[src/rtl/subtract_divider_pkg.sv]
package subtract_divider_pkg;

  typedef enum logic {
    ST_IDLE = 1'b0,
    ST_RUN  = 1'b1
  } divState_t;

  // strobes from control to datapath
  typedef struct packed {
    logic loadOp;    // normal operand load
    logic loadZero;  // zero-divisor fixed result
    logic step;      // subtract and count
  } divStrobe_t;

endpackage

[src/rtl/subtract_divider_dp.sv]
module subtract_divider_dp
  import subtract_divider_pkg::*;
#(
  parameter int DATA_W = 32,
  parameter int FRAC_W = 12
) (
  input  logic                     clk,
  input  logic                     rstN,
  input  divStrobe_t               strobe,
  input  logic                     fracMode,
  input  logic [DATA_W-1:0]        dividend,
  input  logic [DATA_W-1:0]        divisor,
  output logic                     accBelowDiv,
  output logic                     divisorIsZero,
  output logic [DATA_W+FRAC_W-1:0] count,
  output logic [DATA_W-1:0]        remainder,
  output logic [DATA_W-1:0]        heldDivisor
);

  localparam int ACC_W = DATA_W + FRAC_W;

  logic [ACC_W-1:0]  acc;
  logic [ACC_W-1:0]  intLoad;
  logic [ACC_W-1:0]  fracLoad;
  logic [ACC_W-1:0]  divisorWide;

  assign intLoad     = ACC_W'(dividend);
  assign divisorWide = ACC_W'(heldDivisor);

  generate
    if (FRAC_W > 0) begin : g_frac
      assign fracLoad = {dividend, {FRAC_W{1'b0}}};
    end else begin : g_nofrac
      assign fracLoad = intLoad;
    end
  endgenerate

  assign divisorIsZero = (divisor == '0);
  assign accBelowDiv   = (acc < divisorWide);
  assign remainder     = acc[DATA_W-1:0];

  always_ff @(posedge clk or negedge rstN) begin
    if (!rstN) begin
      acc         <= '0;
      count       <= '0;
      heldDivisor <= '0;
    end else if (strobe.loadZero) begin
      acc         <= intLoad;
      count       <= '1;
      heldDivisor <= '0;
    end else if (strobe.loadOp) begin
      acc         <= fracMode ? fracLoad : intLoad;
      count       <= '0;
      heldDivisor <= divisor;
    end else if (strobe.step) begin
      acc         <= acc - divisorWide;
      count       <= count + 1'b1;
    end
  end

endmodule

[src/rtl/subtract_divider_ctrl.sv]
module subtract_divider_ctrl
  import subtract_divider_pkg::*;
(
  input  logic       clk,
  input  logic       rstN,
  input  logic       start,
  input  logic       divisorIsZero,
  input  logic       accBelowDiv,
  output divStrobe_t strobe,
  output logic       busy,
  output logic       done,
  output logic       divZero
);

  divState_t state, stateNext;
  logic      doneNext;
  logic      divZeroNext;

  always_comb begin
    stateNext   = state;
    strobe      = '0;
    doneNext    = 1'b0;
    divZeroNext = divZero;
    unique case (state)
      ST_IDLE: begin
        if (start) begin
          if (divisorIsZero) begin
            strobe.loadZero = 1'b1;
            doneNext        = 1'b1;
            divZeroNext     = 1'b1;
          end else begin
            strobe.loadOp = 1'b1;
            divZeroNext   = 1'b0;
            stateNext     = ST_RUN;
          end
        end
      end
      ST_RUN: begin
        if (accBelowDiv) begin
          doneNext  = 1'b1;
          stateNext = ST_IDLE;
        end else begin
          strobe.step = 1'b1;
        end
      end
      default: stateNext = ST_IDLE;
    endcase
  end

  always_ff @(posedge clk or negedge rstN) begin
    if (!rstN) begin
      state   <= ST_IDLE;
      done    <= 1'b0;
      divZero <= 1'b0;
    end else begin
      state   <= stateNext;
      done    <= doneNext;
      divZero <= divZeroNext;
    end
  end

  assign busy = (state == ST_RUN);

endmodule

[src/rtl/subtract_divider.sv]
module subtract_divider
  import subtract_divider_pkg::*;
#(
  parameter int DATA_W = 32,
  parameter int FRAC_W = 12
) (
  input  logic                     clk,
  input  logic                     rstN,
  input  logic                     start,
  input  logic                     fracMode,
  input  logic [DATA_W-1:0]        dividend,
  input  logic [DATA_W-1:0]        divisor,
  output logic                     busy,
  output logic                     done,
  output logic                     divZero,
  output logic [DATA_W+FRAC_W-1:0] quotient,
  output logic [DATA_W-1:0]        remainder
);

  divStrobe_t        strobe;
  logic              accBelowDiv;
  logic              divisorIsZero;
  logic [DATA_W-1:0] heldDivisor;

  subtract_divider_ctrl u_ctrl (
    .clk          (clk),
    .rstN         (rstN),
    .start        (start),
    .divisorIsZero(divisorIsZero),
    .accBelowDiv  (accBelowDiv),
    .strobe       (strobe),
    .busy         (busy),
    .done         (done),
    .divZero      (divZero)
  );

  subtract_divider_dp #(
    .DATA_W(DATA_W),
    .FRAC_W(FRAC_W)
  ) u_dp (
    .clk          (clk),
    .rstN         (rstN),
    .strobe       (strobe),
    .fracMode     (fracMode),
    .dividend     (dividend),
    .divisor      (divisor),
    .accBelowDiv  (accBelowDiv),
    .divisorIsZero(divisorIsZero),
    .count        (quotient),
    .remainder    (remainder),
    .heldDivisor  (heldDivisor)
  );

endmodule

[config.mk]
export PLATFORM = sky130hd
export DESIGN_NAME = subtract_divider
export DESIGN_NICKNAME = d
export VERILOG_FILES = /design/src/rtl/subtract_divider_pkg.sv /design/src/rtl/subtract_divider_dp.sv /design/src/rtl/subtract_divider_ctrl.sv /design/src/rtl/subtract_divider.sv
export SDC_FILE = /design/constraint.sdc
export NUM_CORES = 1
export LEC_CHECK = 0
export BUFFER_PORTS_ARGS = -buffer_cell sky130_fd_sc_hd__buf_2
export CORE_MARGIN = 10
export CORE_UTILIZATION = 52
export DETAILED_ROUTE_END_ITERATION = 8
export PLACE_DENSITY = 0.86
export SLEW_MARGIN = 20
export SYNTH_ARGS = -nofsm -noshare
export SYNTH_HDL_FRONTEND = slang
export SYNTH_SLANG_ARGS = --single-unit
[constraint.sdc]
create_clock -name clk -period 3 [get_ports clk]
set_input_delay 0 -clock clk [delete_from_list [all_inputs] [get_ports clk]]
set_output_delay 0 -clock clk [all_outputs]
set_load 0.01 [all_outputs]
After elaboration in Yosys (flattened, before gate mapping)
Cells that the tools add are included.
- register bits: 123
- input bits: 68
- output and inout bits: 79
- word-level logic and storage cells: 34
- add/sub/neg operators: 2
- magnitude comparators: 1
- muxes and demuxes: 20
- bitwise gates (word level): 1
- reductions and logical operators: 4
- operators by type and width (operator ; number):
    2-to-1 mux 44 bit ; 7
    2-to-1 mux 32 bit ; 2
    adder 44 x 1 -> 44 bit, second input constant ; 1
    less-than comparator 44 x 32 -> 1 bit ; 1
    subtractor 44 x 32 -> 44 bit ; 1
    zero test 32 bit ; 1
    2-to-1 mux 1 bit ; 7
    2-to-1 mux 2 bit ; 2
    case mux 1 bit (2 select lines) ; 2
    nonzero test 3 bit ; 1
    AND reduction 2 bit ; 1
    nonzero test 2 bit ; 1
    NOT 1 bit ; 1

Logic depth before layout (Yosys ltp)
Gate-level depths: netlist of run 1.
- word-level depth: 6
- depth in mapped cells: 14
- mapped depth without buffers: 13

Modules after synthesis
A second synthesis of run 1 with hierarchy kept.
- cell total of the unflattened synthesis: 968
- area, all modules: 8274.2 µm²
- by module, submodules not included (module ; instances ; cells an instance ; area an instance (µm²) ; seq. area each (µm²)):
    subtract_divider_dp ; 1 ; 958 ; 8151.6 ; 3002.9
    subtract_divider_ctrl ; 1 ; 10 ; 122.6 ; 75.1

Least setup slack after synthesis of run 1
Ideal clock, no wire load.
- path type: reg-to-reg
- start point: register u_dp.acc[0]
- end point: register u_dp.acc[34]
- setup time: 120 ps
- data arrival time: 2846 ps
- required time: 2880 ps
- setup slack: 34 ps
- stages on the path, launching flop included: 14
- path buffers: 0
- clock period less this slack: 2966 ps
- path through: dfrtp_1 -> inv_1 -> ha_1 -> inv_1 -> fa_1 -> a211oi_1 -> o21ai_0 -> a2111oi_0 -> nor4_1 -> o21ai_0 -> o21ai_0 -> nor3b_1 -> nand4_1 -> and3_1
- longest elaborated chain between the ends: 4
- elaborated cells on any way between the ends: 8
- classes of those cells: add/sub: 1; order compare: 1; mux: 5; reduce/logical: 1
- RTL lines (what ; line ; source):
    start: declaration ; subtract_divider_dp.sv:22 ; logic [ACC_W-1:0] acc;
    start signal: assignment ; subtract_divider_dp.sv:48 ; acc <= intLoad;
    start signal: assignment ; subtract_divider_dp.sv:52 ; acc <= fracMode ? fracLoad : intLoad;
    start signal: assignment ; subtract_divider_dp.sv:56 ; acc <= acc - divisorWide;
    subtractor 44 x 32 -> 44 bit or less-than comparator 44 x 32 -> 1 bit (tied branches) ; subtract_divider_dp.sv:56, subtract_divider_dp.sv:39 ;
    2-to-1 mux 44 bit or 2-to-1 mux 1 bit (tied branches) ; subtract_divider_dp.sv:55, subtract_divider_ctrl.sv:39 ;
    2-to-1 mux 44 bit or 2-to-1 mux 1 bit (tied branches) ; subtract_divider_dp.sv:51, subtract_divider_ctrl.sv:24 ;
    2-to-1 mux 44 bit or nonzero test 3 bit (tied branches) ; -- ;
Parallel ways exist; a longest one is shown, timed or not. The select of a mux whose other input is x is not followed.
A chain may end at the register's enable or synchronous reset.

Final worst setup path of run 1
- start point: register u_dp.acc[38]
- end point: register u_dp.count[38]
- longest elaborated chain between the ends: 4
- RTL lines (what ; line ; source):
    less-than comparator 44 x 32 -> 1 bit ; subtract_divider_dp.sv:39 ; assign accBelowDiv = (acc < divisorWide);
    2-to-1 mux 1 bit ; subtract_divider_ctrl.sv:39 ; if (accBelowDiv) begin
    2-to-1 mux 1 bit ; subtract_divider_ctrl.sv:24 ; unique case (state)
    nonzero test 3 bit (no source line) ; -- ;
    end signal: assignment ; subtract_divider_dp.sv:57 ; count <= count + 1'b1;
    end: declaration ; subtract_divider_dp.sv:15 ; output logic [DATA_W+FRAC_W-1:0] count,
Every way passes these cells.

==> results of run 1 <==
layout make-up:
| cell class | instances | area [um2] | area share |
|---|---|---|---|
| Inverter | 44 | 165.2 | 0.01450 |
| Sequential cell | 123 | 3078 | 0.2702 |
| Multi-Input combinational cell | 766 | 4880 | 0.4284 |
| Timing Repair Buffer | 314 | 2320 | 0.2036 |
| Clock buffer | 21 | 470.5 | 0.04130 |
| Tap cell | 211 | 264.0 | 0.02318 |
| Clock inverter | 11 | 214.0 | 0.01878 |
power by group through the flow:
stage          clock network (uW)  registers (uW)  logic (uW)
6_report                     2410            3300        9180
5_1_grt                      2480            3410        9990
4_1_cts                      2400            3240        8380
3_5_place_dp                    0            3250        8010
3_3_place_gp                    0            3210        7860
2_1_floorplan                   0            3240        5610
worst max-delay path, delay by kind of cell, from the launching register on:
family                 cells  cell delay [ns]
and+or+nand+nor            3             1.44
buffers and inverters      2             0.31
AOI/OAI and AO/OA          2             0.79
DFF                        1             0.41
cell usage in the layout, fill, tap and decap left out, types with 5 or more instances in the layout:
cell type | synthesis | layout
nor2b_1 | 7 | 5
o211ai_1 | 7 | 7
a211oi_2 | 0 | 12
and2_1 | 14 | 12
a21oi_1 | 106 | 96
dfrtp_1 | 123 | 123
xor2_1 | 13 | 13
o21a_1 | 9 | 8
clkbuf_16 | 0 | 22
nor3_2 | 0 | 5
nor2_1 | 78 | 75
o21ai_0 | 71 | 64
xnor2_1 | 17 | 17
inv_1 | 44 | 43
and4_1 | 7 | 7
o21ai_1 | 1 | 5
and3_1 | 21 | 21
dlygate4sd3_1 | 0 | 60
ha_1 | 33 | 28
o31ai_1 | 9 | 8
a21o_1 | 12 | 12
buf_6 | 1 | 6
buf_2 | 5 | 145
nand4_1 | 14 | 14
a211oi_1 | 24 | 11
nor4_1 | 14 | 12
a211o_1 | 7 | 7
a21oi_2 | 0 | 9
bufinv_16 | 0 | 6
nor3_1 | 23 | 18
buf_4 | 34 | 92
nand2_1 | 133 | 133
a311oi_1 | 20 | 17
nand3_1 | 44 | 44
a31oi_1 | 27 | 26
sequential cells by signal, summed over array words and instances, names as in the netlist:
signal and flops:
u_dp.heldDivisor 32, u_ctrl.busy 1, u_ctrl.done 1, u_ctrl.divZero 1
u_dp.count 44, u_dp.acc 44
worst max-delay path by stage:
stage                 start              to  slack [ns]  depth (start not counted)
6_report       u_dp.acc[38]  u_dp.count[38]       -0.09                          7
5_1_grt        u_dp.acc[10]  u_dp.count[38]       -0.14                         13
4_1_cts         u_dp.acc[0]  u_dp.count[37]       0.003                         14
3_5_place_dp    u_dp.acc[0]    u_dp.acc[34]       -0.36                         14
3_3_place_gp    u_dp.acc[0]    u_dp.acc[34]       -0.29                         14
2_1_floorplan   u_dp.acc[0]    u_dp.acc[34]        0.03                         13
per-layer routing:
layer  up-vias  GRT usage
met2       643     0.4106
li1       4170          -
met5         -          0
met4         0     0.1031
met3       138    0.07731
met1      4387     0.3288
per-stage QoR:
stage,util,instances,setup TNS [ns]
CTS,0.7081,1471,0
global placement,0.6175,1374,-1.452
floorplan,-,1020,0
finish,0.7411,1490,-0.2180
global route,0.7411,1490,-3.435
detailed placement,0.6175,1374,-3.188
cells by family after synthesis:
family / count (synthesis) / share of synthesized area
xor gates and xnor gates: 30 / 0.03183
AOI/OAI and AO/OA: 327 / 0.2504
adders and majority gates: 34 / 0.05245
and+or+nand+nor: 372 / 0.2127
muxes: 2 / 0.002577
buffers and inverters: 132 / 0.07716
DFF: 123 / 0.3729
what timing repair did:
action                                  in CTS  in global routing
endpoints found under the setup margin      67                 83
hold buffers                                60                  0
setup buffers                                5                 14
pin swaps                                    7                 33
endpoints found under the hold margin      117                  0
gates cloned                                 0                  6
resized for setup                           15                 67
==> results.yml, run 1 <==
floorplan:
  fp.dieW_um: 146.0
  dieArea_um2: 21310
  core_area_um2: 15370
  die_height_um: 146.0
  io_pins: 147
  rows: 45
  start_util: 0.5370
outcome:
  violations: "setup timing"
  status: "finished, violations left"
final_layout:
  nets: 1368
  synthToLayoutAreaGrowth_pct: 38.00
  fillCellCount: 1025
  diodes: 0
  final_area_um2: 11390
  drive_gt1_frac: 0.2783
sta:
  worst_pin_slew_ns: 0.9760
  maxSlewViolCount: 0
  hold_viol: 0
  rsz0062_at_grt: "yes"
  fin_crit_sh: 1.029
  timing.hold.ws_ns: 0.01469
  setup_slack_ns: -0.08646
  finClkSkew_ns: 0.01157
  slew_headroom: 0.3464
  setup_viol: 10
  min_period_ns: 3.086
  fmax_ghz: 0.3240
setup_path:
  path_cells: "or3_4, or4_4, or4_4, o31a_4, buf_12, buf_4, a311oi_1"
  crit_top_cell: "or4_4"
  reg2reg_slack_ns: -0.09
  reg2reg_from: "u_dp.acc[38]"
  slowest_delay_ns: 0.58
  reg2regPathDepth: 7
  cp_data_required_time_ns: 3.30
  path_max_fanout: 9
  r2r_end: "u_dp.count[38]"
  arrival_ns: 3.38
  slowest_stage: "or4_4"
  start_kind: "flop"
  crit_path_end_kind: "flop"
  path_class: "reg2reg"
routing:
  met3_length_mm: 3.423
  wl_met1_mm: 11.85
  vias: 9338
  drt_wl_total_mm: 30.62
  dr.pass1.iters: 6
  drt_iter0_drc: 1185
  wl_met2_mm: 13.99
  antenna_left: 0
  wl_per_cell_um: 20.55
  via_per_inst: 6.267
  top_layer_used: "met4"
  drc: 0
hold_path:
  hold_depth: 5
  hold_path.class: "in2reg"
  hold_end: "u_dp.acc[39]"
  hold_start: "dividend[27]"
placement:
  dp_worst_setup_slack_ns: -0.3582
  place.gp.congestion: 0.9670
  numPortBuffers: 146
  placed_cell_area_um2: 9492
  hpwl_mm: 19.70
global_route:
  grt.total_usage: 0.2608
  grt_max_degree: 57
  grt_pass1_vias: 8806
  antenna_found_initial: 0
  grt_pass1_wl_mm: 46.00
  grt-ovfl-total: 0
power:
  power_uw: 14890
  leakagePower_uw: 0.005176
  power_frac_seq: 0.222
  p_comb_frac: 0.616
  peakVddDrop_v: 0.0008479
  intPower_uw: 8285
  power-per-cell-area_nw_per_um2: 1307
  swShare: 0.4436
  switchingPower_uw: 6606
  p_clk_frac: 0.162
cts:
  root_buffer: "clkbuf_16"
  cts_buffer_depth: 2
  cts_tree: "yes"
  cts.sinks: 123
  numCtsBuffers: 17
  htreeDepth: 4
  clkTransAtPathRegs_ns: 0.06
  clk_latency_ns: 0.43
yosys:
  synth_cell_type_count: 59
  syn_area_um2: 8254
  yosys_register_bits: 123
  synth-seq-area-share: 0.3729
  yosys_warnings: 0
  synth_top_area_frac: 0.3729
  async_flop_share: 1.000
  yosys.area.top_type: "dfrtp_1"
  synth_area_leaders: "dfrtp_1, a21oi_1, nand2_1"
  yosysMostFrequentCell: "nand2_1"
  synthCells: 1020
  avgSynthCellArea_um2: 8.092
  synth-edff-count: 0
  synthTopCellsByCount: "nand2_1, dfrtp_1, a21oi_1"
  synth_flop_cell: "dfrtp_1"
  syn_nets: 1122
job:
  maxCapViolCount: 0
No activity file was read; power rests on OpenSTA's default activity.
==> run 2: changes to the inputs <==
--- a/config.mk
+++ b/config.mk
@@ -6,11 +6,13 @@
 export NUM_CORES = 1
 export LEC_CHECK = 0
 export BUFFER_PORTS_ARGS = -buffer_cell sky130_fd_sc_hd__buf_2
-export CORE_MARGIN = 10
+export CORE_MARGIN = 2
 export CORE_UTILIZATION = 52
 export DETAILED_ROUTE_END_ITERATION = 8
 export PLACE_DENSITY = 0.86
+export REMOVE_ABC_BUFFERS = 1
 export SLEW_MARGIN = 20
 export SYNTH_ARGS = -nofsm -noshare
 export SYNTH_HDL_FRONTEND = slang
+export SYNTH_HIERARCHICAL = 1
 export SYNTH_SLANG_ARGS = --single-unit
==> results.yml, run 2 <==
cts:
  cts.sinks: 123
  cts_buffer_depth: 2
  clk_latency_ns: 0.44
  clkTransAtPathRegs_ns: 0.06
  cts_tree: "yes"
  numCtsBuffers: 17
  htreeDepth: 4
  root_buffer: "clkbuf_16"
sta:
  fmax_ghz: 0.2602
  finClkSkew_ns: 0.01333
  worst_pin_slew_ns: 0.7858
  slew_headroom: 0.4742
  fin_crit_sh: 1.281
  timing.hold.ws_ns: -0.02723
  hold_viol: 1
  maxSlewViolCount: 0
  min_period_ns: 3.843
  tns_ns: -57.24
  setup_viol: 90
  rsz0062_at_grt: "yes"
  setup_slack_ns: -0.8433
floorplan:
  start_util: 0.5266
  fp.dieW_um: 130.1
  io_pins: 147
  dieArea_um2: 16940
  die_height_um: 130.1
  rows: 46
  core_area_um2: 15710
yosys:
  synth-edff-count: 0
  synth_flop_cell: "dfrtp_1"
  synth-seq-area-share: 0.3720
  synth_top_family_by_area: "compound AO/OA/AOI/OAI gates"
  synth_xor_xnor_area_share: 0.07410
  yosys_warnings: 6
  synthCells: 968
  yosysMostFrequentCell: "dfrtp_1"
  avgSynthCellArea_um2: 8.548
  synthTopCellsByCount: "dfrtp_1, nor2_1, o21ai_0"
  syn_area_um2: 8274
  yosys.area.top_type: "dfrtp_1"
  synth_top_area_frac: 0.3720
  yosys-mux-area-fraction: 0.04597
  synth_fa_ha_area_frac: 0.05232
  synth_cell_type_count: 70
  async_flop_share: 1.000
  synth_area_leaders: "dfrtp_1, o21ai_0, ha_1"
  yosys_register_bits: 123
  synth-simple-area-share: 0.1712
  synth-compound-area-share: 0.2119
outcome:
  violations: "hold timing, setup timing"
  status: "finished, violations left"
power:
  swShare: 0.4515
  power_frac_seq: 0.174
  switchingPower_uw: 7566
  p_clk_frac: 0.134
  power_uw: 16760
  leakagePower_uw: 0.005915
  p_comb_frac: 0.693
  peakVddDrop_v: 0.0008771
  power-per-cell-area_nw_per_um2: 1312
  intPower_uw: 9191
placement:
  placed_cells: 1448
  placed_cell_area_um2: 10380
  place.gp.congestion: 0.9939
  numPortBuffers: 146
  hpwl_mm: 21.15
final_layout:
  top_regs: "u_dp/acc: 44 flops, u_dp/count: 44 flops, u_dp/heldDivisor: 32 flops"
  drive_gt1_frac: 0.3991
  final_area_um2: 12780
  layout_common_cells: "buf_4, buf_2, dfrtp_1"
  synthToLayoutAreaGrowth_pct: 54.41
  final_common_cell: "buf_4"
  nets: 1447
  diodes: 0
  final-instance-count-excl-fill: 1574
routing:
  dr.pass1.iters: 8
  wl_per_cell_um: 22.71
  via_per_inst: 6.439
  drt_iter0_drc: 1487
  antenna_left: 0
  vias: 10140
  drt_wl_total_mm: 35.75
  drc: 0
job:
  maxCapViolCount: 0
setup_path:
  crit_path_end_kind: "flop"
  cp_data_required_time_ns: 3.31
  path_max_fanout: 4
  path_class: "reg2reg"
  start_kind: "flop"
  arrival_ns: 4.16
global_route:
  grt_pass1_wl_mm: 51.44
  grt_pass1_vias: 9942
  grt.total_usage: 0.3935
  grt-ovfl-total: 0
  grt_max_degree: 124
  antenna_found_initial: 0
hold_path:
  hold_path.class: "in2reg"
run 2: cell types whose count changed after synthesis, moves of 24 or more:
cell     change
xor2_1      +34
a21oi_1     -31
nand2_1     -53
nand3_1     -24
mux2i_1     +37
nor2_1      +26
run 2: path summary, 6_finish.rpt:
path,to,startpoint,cells after the start,slack (ns)
min in group asynchronous,u_dp/count[18],rstN,3,0.21
max,u_dp/acc[35],u_dp/acc[0],20,-0.84
max reg2reg,u_dp/acc[35],u_dp/acc[0],20,-0.84
min reg2reg,u_dp/heldDivisor[14],u_dp/heldDivisor[14],2,0.53
max in group asynchronous,u_dp/heldDivisor[18],rstN,3,2.29
min,u_dp/acc[25],dividend[13],3,-0.03
run 2: power groups by stage:
stage | clock network [uW] | registers, uW | logic [uW]
2_1_floorplan | 0 | 2950 | 4960
3_3_place_gp | 0 | 2800 | 9000
3_5_place_dp | 0 | 2840 | 9210
4_1_cts | 2210 | 2850 | 9850
5_1_grt | 2300 | 2980 | 12100
6_report | 2240 | 2910 | 11600
run 2: cell type report:
cell class              count  area (um2)
well taps                 216       270.3
multi-input cells         720        5383
repair buffers            432        3227
clock inverters            11       156.4
inverters                  51       191.4
flip-flops and latches    123        3078
fillers                   893        2937
clock buffers              21       470.5
run 2: timing repair:
item                                   4_1_cts  5_1_grt
endpoints found under the hold margin      196        0
buffers inserted                            20       14
hold buffers                                65        0
setup endpoints to repair                   90       89
cloned                                       4        1
pin swaps                                   58       54
gates resized for setup                    154      101
run 2: stage by stage:
stage | utilization | setup slack [ns] | hold WS [ns]
floorplan | - | -4.334 | -0.2956
global route | 0.8131 | -0.8830 | -0.02450
detailed placement | 0.6605 | -1.099 | 0.1540
global placement | 0.6605 | -0.9234 | 0.1530
CTS | 0.7785 | -0.4994 | 0.009650
finish | 0.8131 | -0.8433 | -0.02723
run 2: critical path: stages, from the launching register on:
cell      delay [ns]
dfrtp_1         0.40
inv_2           0.10
ha_4            0.14
inv_2           0.05
fa_2            0.38
a211oi_4        0.35
nor3_4          0.10
o2111a_1        0.27
o41a_1          0.37
a31oi_4         0.21
o21ai_4         0.09
nor3_4          0.20
nor2b_4         0.09
inv_2           0.13
nor2_4          0.05
buf_4           0.14
a21oi_1         0.19
nor2_1          0.11
buf_4           0.15
o211ai_1        0.09
nand3_1         0.09
run 2: kinds of logic (layout without fill, tap and decap cells):
group,count (synthesis),after routing
buffers and inverters,127,515
adders and majority gates,34,34
AOI/OAI and AO/OA,276,276
muxes,38,38
xor gates and xnor gates,70,70
and+or+nand+nor,300,302
DFF,123,123
run 2: layer usage:
metal | wire (um) | global-route usage | vias to the layer above
met5 | 0 | 0 | -
met4 | 2666 | 0.2423 | 0
met3 | 3959 | 0.07216 | 294
met2 | 16880 | 0.6680 | 933
met1 | 12240 | 0.4627 | 4722
li1 | - | - | 4186
==> run 3: changes to the inputs <==
--- a/config.mk
+++ b/config.mk
@@ -9,6 +9,7 @@
 export CORE_MARGIN = 2
 export CORE_UTILIZATION = 52
 export DETAILED_ROUTE_END_ITERATION = 8
+export MAX_ROUTING_LAYER = met4
 export PLACE_DENSITY = 0.86
 export REMOVE_ABC_BUFFERS = 1
 export SLEW_MARGIN = 20
==> results.yml, run 3 (synthesized netlist as in run 2, its figures left out) <==
setup_path:
  start_kind: "flop"
  cp_data_required_time_ns: 3.28
  reg2regPathDepth: 19
  path_max_fanout: 7
  arrival_ns: 4.14
  crit_path_end_kind: "flop"
  endpoint: "u_dp/count[20]"
  r2r_end: "u_dp/count[20]"
  reg2reg_from: "u_dp/acc[0]"
  reg2reg_slack_ns: -0.86
  path_class: "reg2reg"
  setup.worst_path.start: "u_dp/acc[0]"
global_route:
  grt_max_degree: 58
  grt_pass1_vias: 10000
  grt_pass1_wl_mm: 52.06
  grt-ovfl-total: 0
  grt.total_usage: 0.4148
  antenna_found_initial: 1
power:
  peakVddDrop_v: 0.0008539
  leakagePower_uw: 0.005973
  power-per-cell-area_nw_per_um2: 1322
sta:
  slew_headroom: 0.4523
  hold_viol: 0
  worst_pin_slew_ns: 0.8185
  rsz0062_at_grt: "yes"
  setup_slack_ns: -0.8621
  fin_crit_sh: 1.287
  maxSlewViolCount: 0
  min_period_ns: 3.862
  finClkSkew_ns: 0.01162
  setup_viol: 90
  fmax_ghz: 0.2589
cts:
  clkTransAtPathRegs_ns: 0.06
  htreeDepth: 4
  numCtsBuffers: 17
  clk_latency_ns: 0.43
  root_buffer: "clkbuf_16"
  cts_tree: "yes"
  cts_buffer_depth: 2
  cts.sinks: 123
final_layout:
  final_common_cell: "buf_4"
  drive_gt1_frac: 0.3897
  fillCellCount: 889
  synthToLayoutAreaGrowth_pct: 53.89
  layout_common_cells: "buf_4, buf_2, dfrtp_1"
  nets: 1463
  final-instance-count-excl-fill: 1590
  top_regs: "u_dp/acc: 44 flops, u_dp/count: 44 flops, u_dp/heldDivisor: 32 flops"
placement:
  dp_worst_setup_slack_ns: -1.008
  placed_cells: 1445
  hpwl_mm: 21.42
  place.gp.congestion: 1.038
  numPortBuffers: 146
routing:
  dr.pass1.iters: 9
  wl_per_cell_um: 22.99
  top_layer_used: "met4"
  wl_met2_mm: 16.55
  drc: 5
  drt_wl_total_mm: 36.56
  via_per_inst: 6.431
  antenna_left: 0
  met3_length_mm: 3.980
  wl_met1_mm: 13.06
  vias: 10230
  drt_iter0_drc: 1398
floorplan:
  die_height_um: 130.1
  start_util: 0.5266
  fp.dieW_um: 130.1
  core_area_um2: 15710
  rows: 46
  io_pins: 147
  dieArea_um2: 16940
outcome:
  status: "finished, violations left"
  violations: "DRC, setup timing"
job:
  maxCapViolCount: 0
hold_path:
  hold_start: "dividend[12]"
  hold_path.class: "in2reg"
==> run 3: area by class of cell <==
class	count	area, um2	area share
multi-input combinational	718	5199	0.4083
sequential	123	3079	0.2418
clock buffer	23	478.0	0.03754
clock inverter	8	140.1	0.01101
timing repair buffer	450	3373	0.2649
inverter	51	191.4	0.01503
tap	216	270.3	0.02122
antenna	1	2.502	0.0001965
==> run 3: layer usage <==
| layer | vias up | GRT usage |
|---|---|---|
| met1 | 4791 | 0.4767 |
| met4 | 0 | 0.2897 |
| met2 | 903 | 0.6563 |
| met5 | - | - |
| met3 | 307 | 0.07667 |
| li1 | 4225 | - |
==> run 3: metrics by stage <==
stage | instance area, um2 | hold WS (ns) | util | total power [uW] | TNS, ns
finish | 12730 | 0.02907 | 0.8104 | 16840 | -62.90
global route | 12730 | 0.02256 | 0.8104 | 17480 | -68.29
CTS | 12290 | 0.01230 | 0.7822 | 15090 | -39.11
detailed placement | 10340 | 0.1128 | 0.6582 | 12040 | -76.01
global placement | 10340 | 0.1045 | 0.6582 | 11780 | -61.16
floorplan | 7865 | -0.2956 | - | 7904 | -312.01
==> run 3: worst max-delay path, stage by stage (launching register included) <==
cell      delay (ns)
dfrtp_1         0.40
inv_2           0.09
ha_4            0.14
inv_2           0.04
fa_2            0.39
a211oi_4        0.34
nor3_4          0.12
o2111a_1        0.26
o41a_1          0.37
a31oi_4         0.19
o21ai_2         0.11
nor3_4          0.25
nor2b_4         0.09
buf_6           0.14
nand4_1         0.17
nor2_4          0.10
buf_6           0.16
nand2_2         0.07
xor2_1          0.19
o21ai_1         0.10
==> run 3: repair_timing <==
item                                    in CTS  in global routing
resized for setup                          118                 72
hold endpoints to repair                   128                  0
hold buffers                                65                  0
pin swaps                                   45                 19
buffers inserted                            43                 13
gates cloned                                 1                  1
endpoints found under the setup margin      90                 90
==> run 3: how the worst min path moves through the flow <==
stage / end / cells past startpoint
CTS: u_dp/acc[42] / 4
global route: u_dp/acc[24] / 3
floorplan: u_ctrl/busy / 0
finish: u_dp/acc[24] / 3
detailed placement: u_dp/count[10] / 1
global placement: u_dp/count[12] / 1
==> run 3: report_power, final <==
part / internal (uW) / leakage [uW] / switching (uW)
logic: 5500 / 0.00415 / 6160
registers: 2360 / 0.00152 / 580
clock network: 1450 / 0.000307 / 792
total: 9300 / 0.00597 / 7530
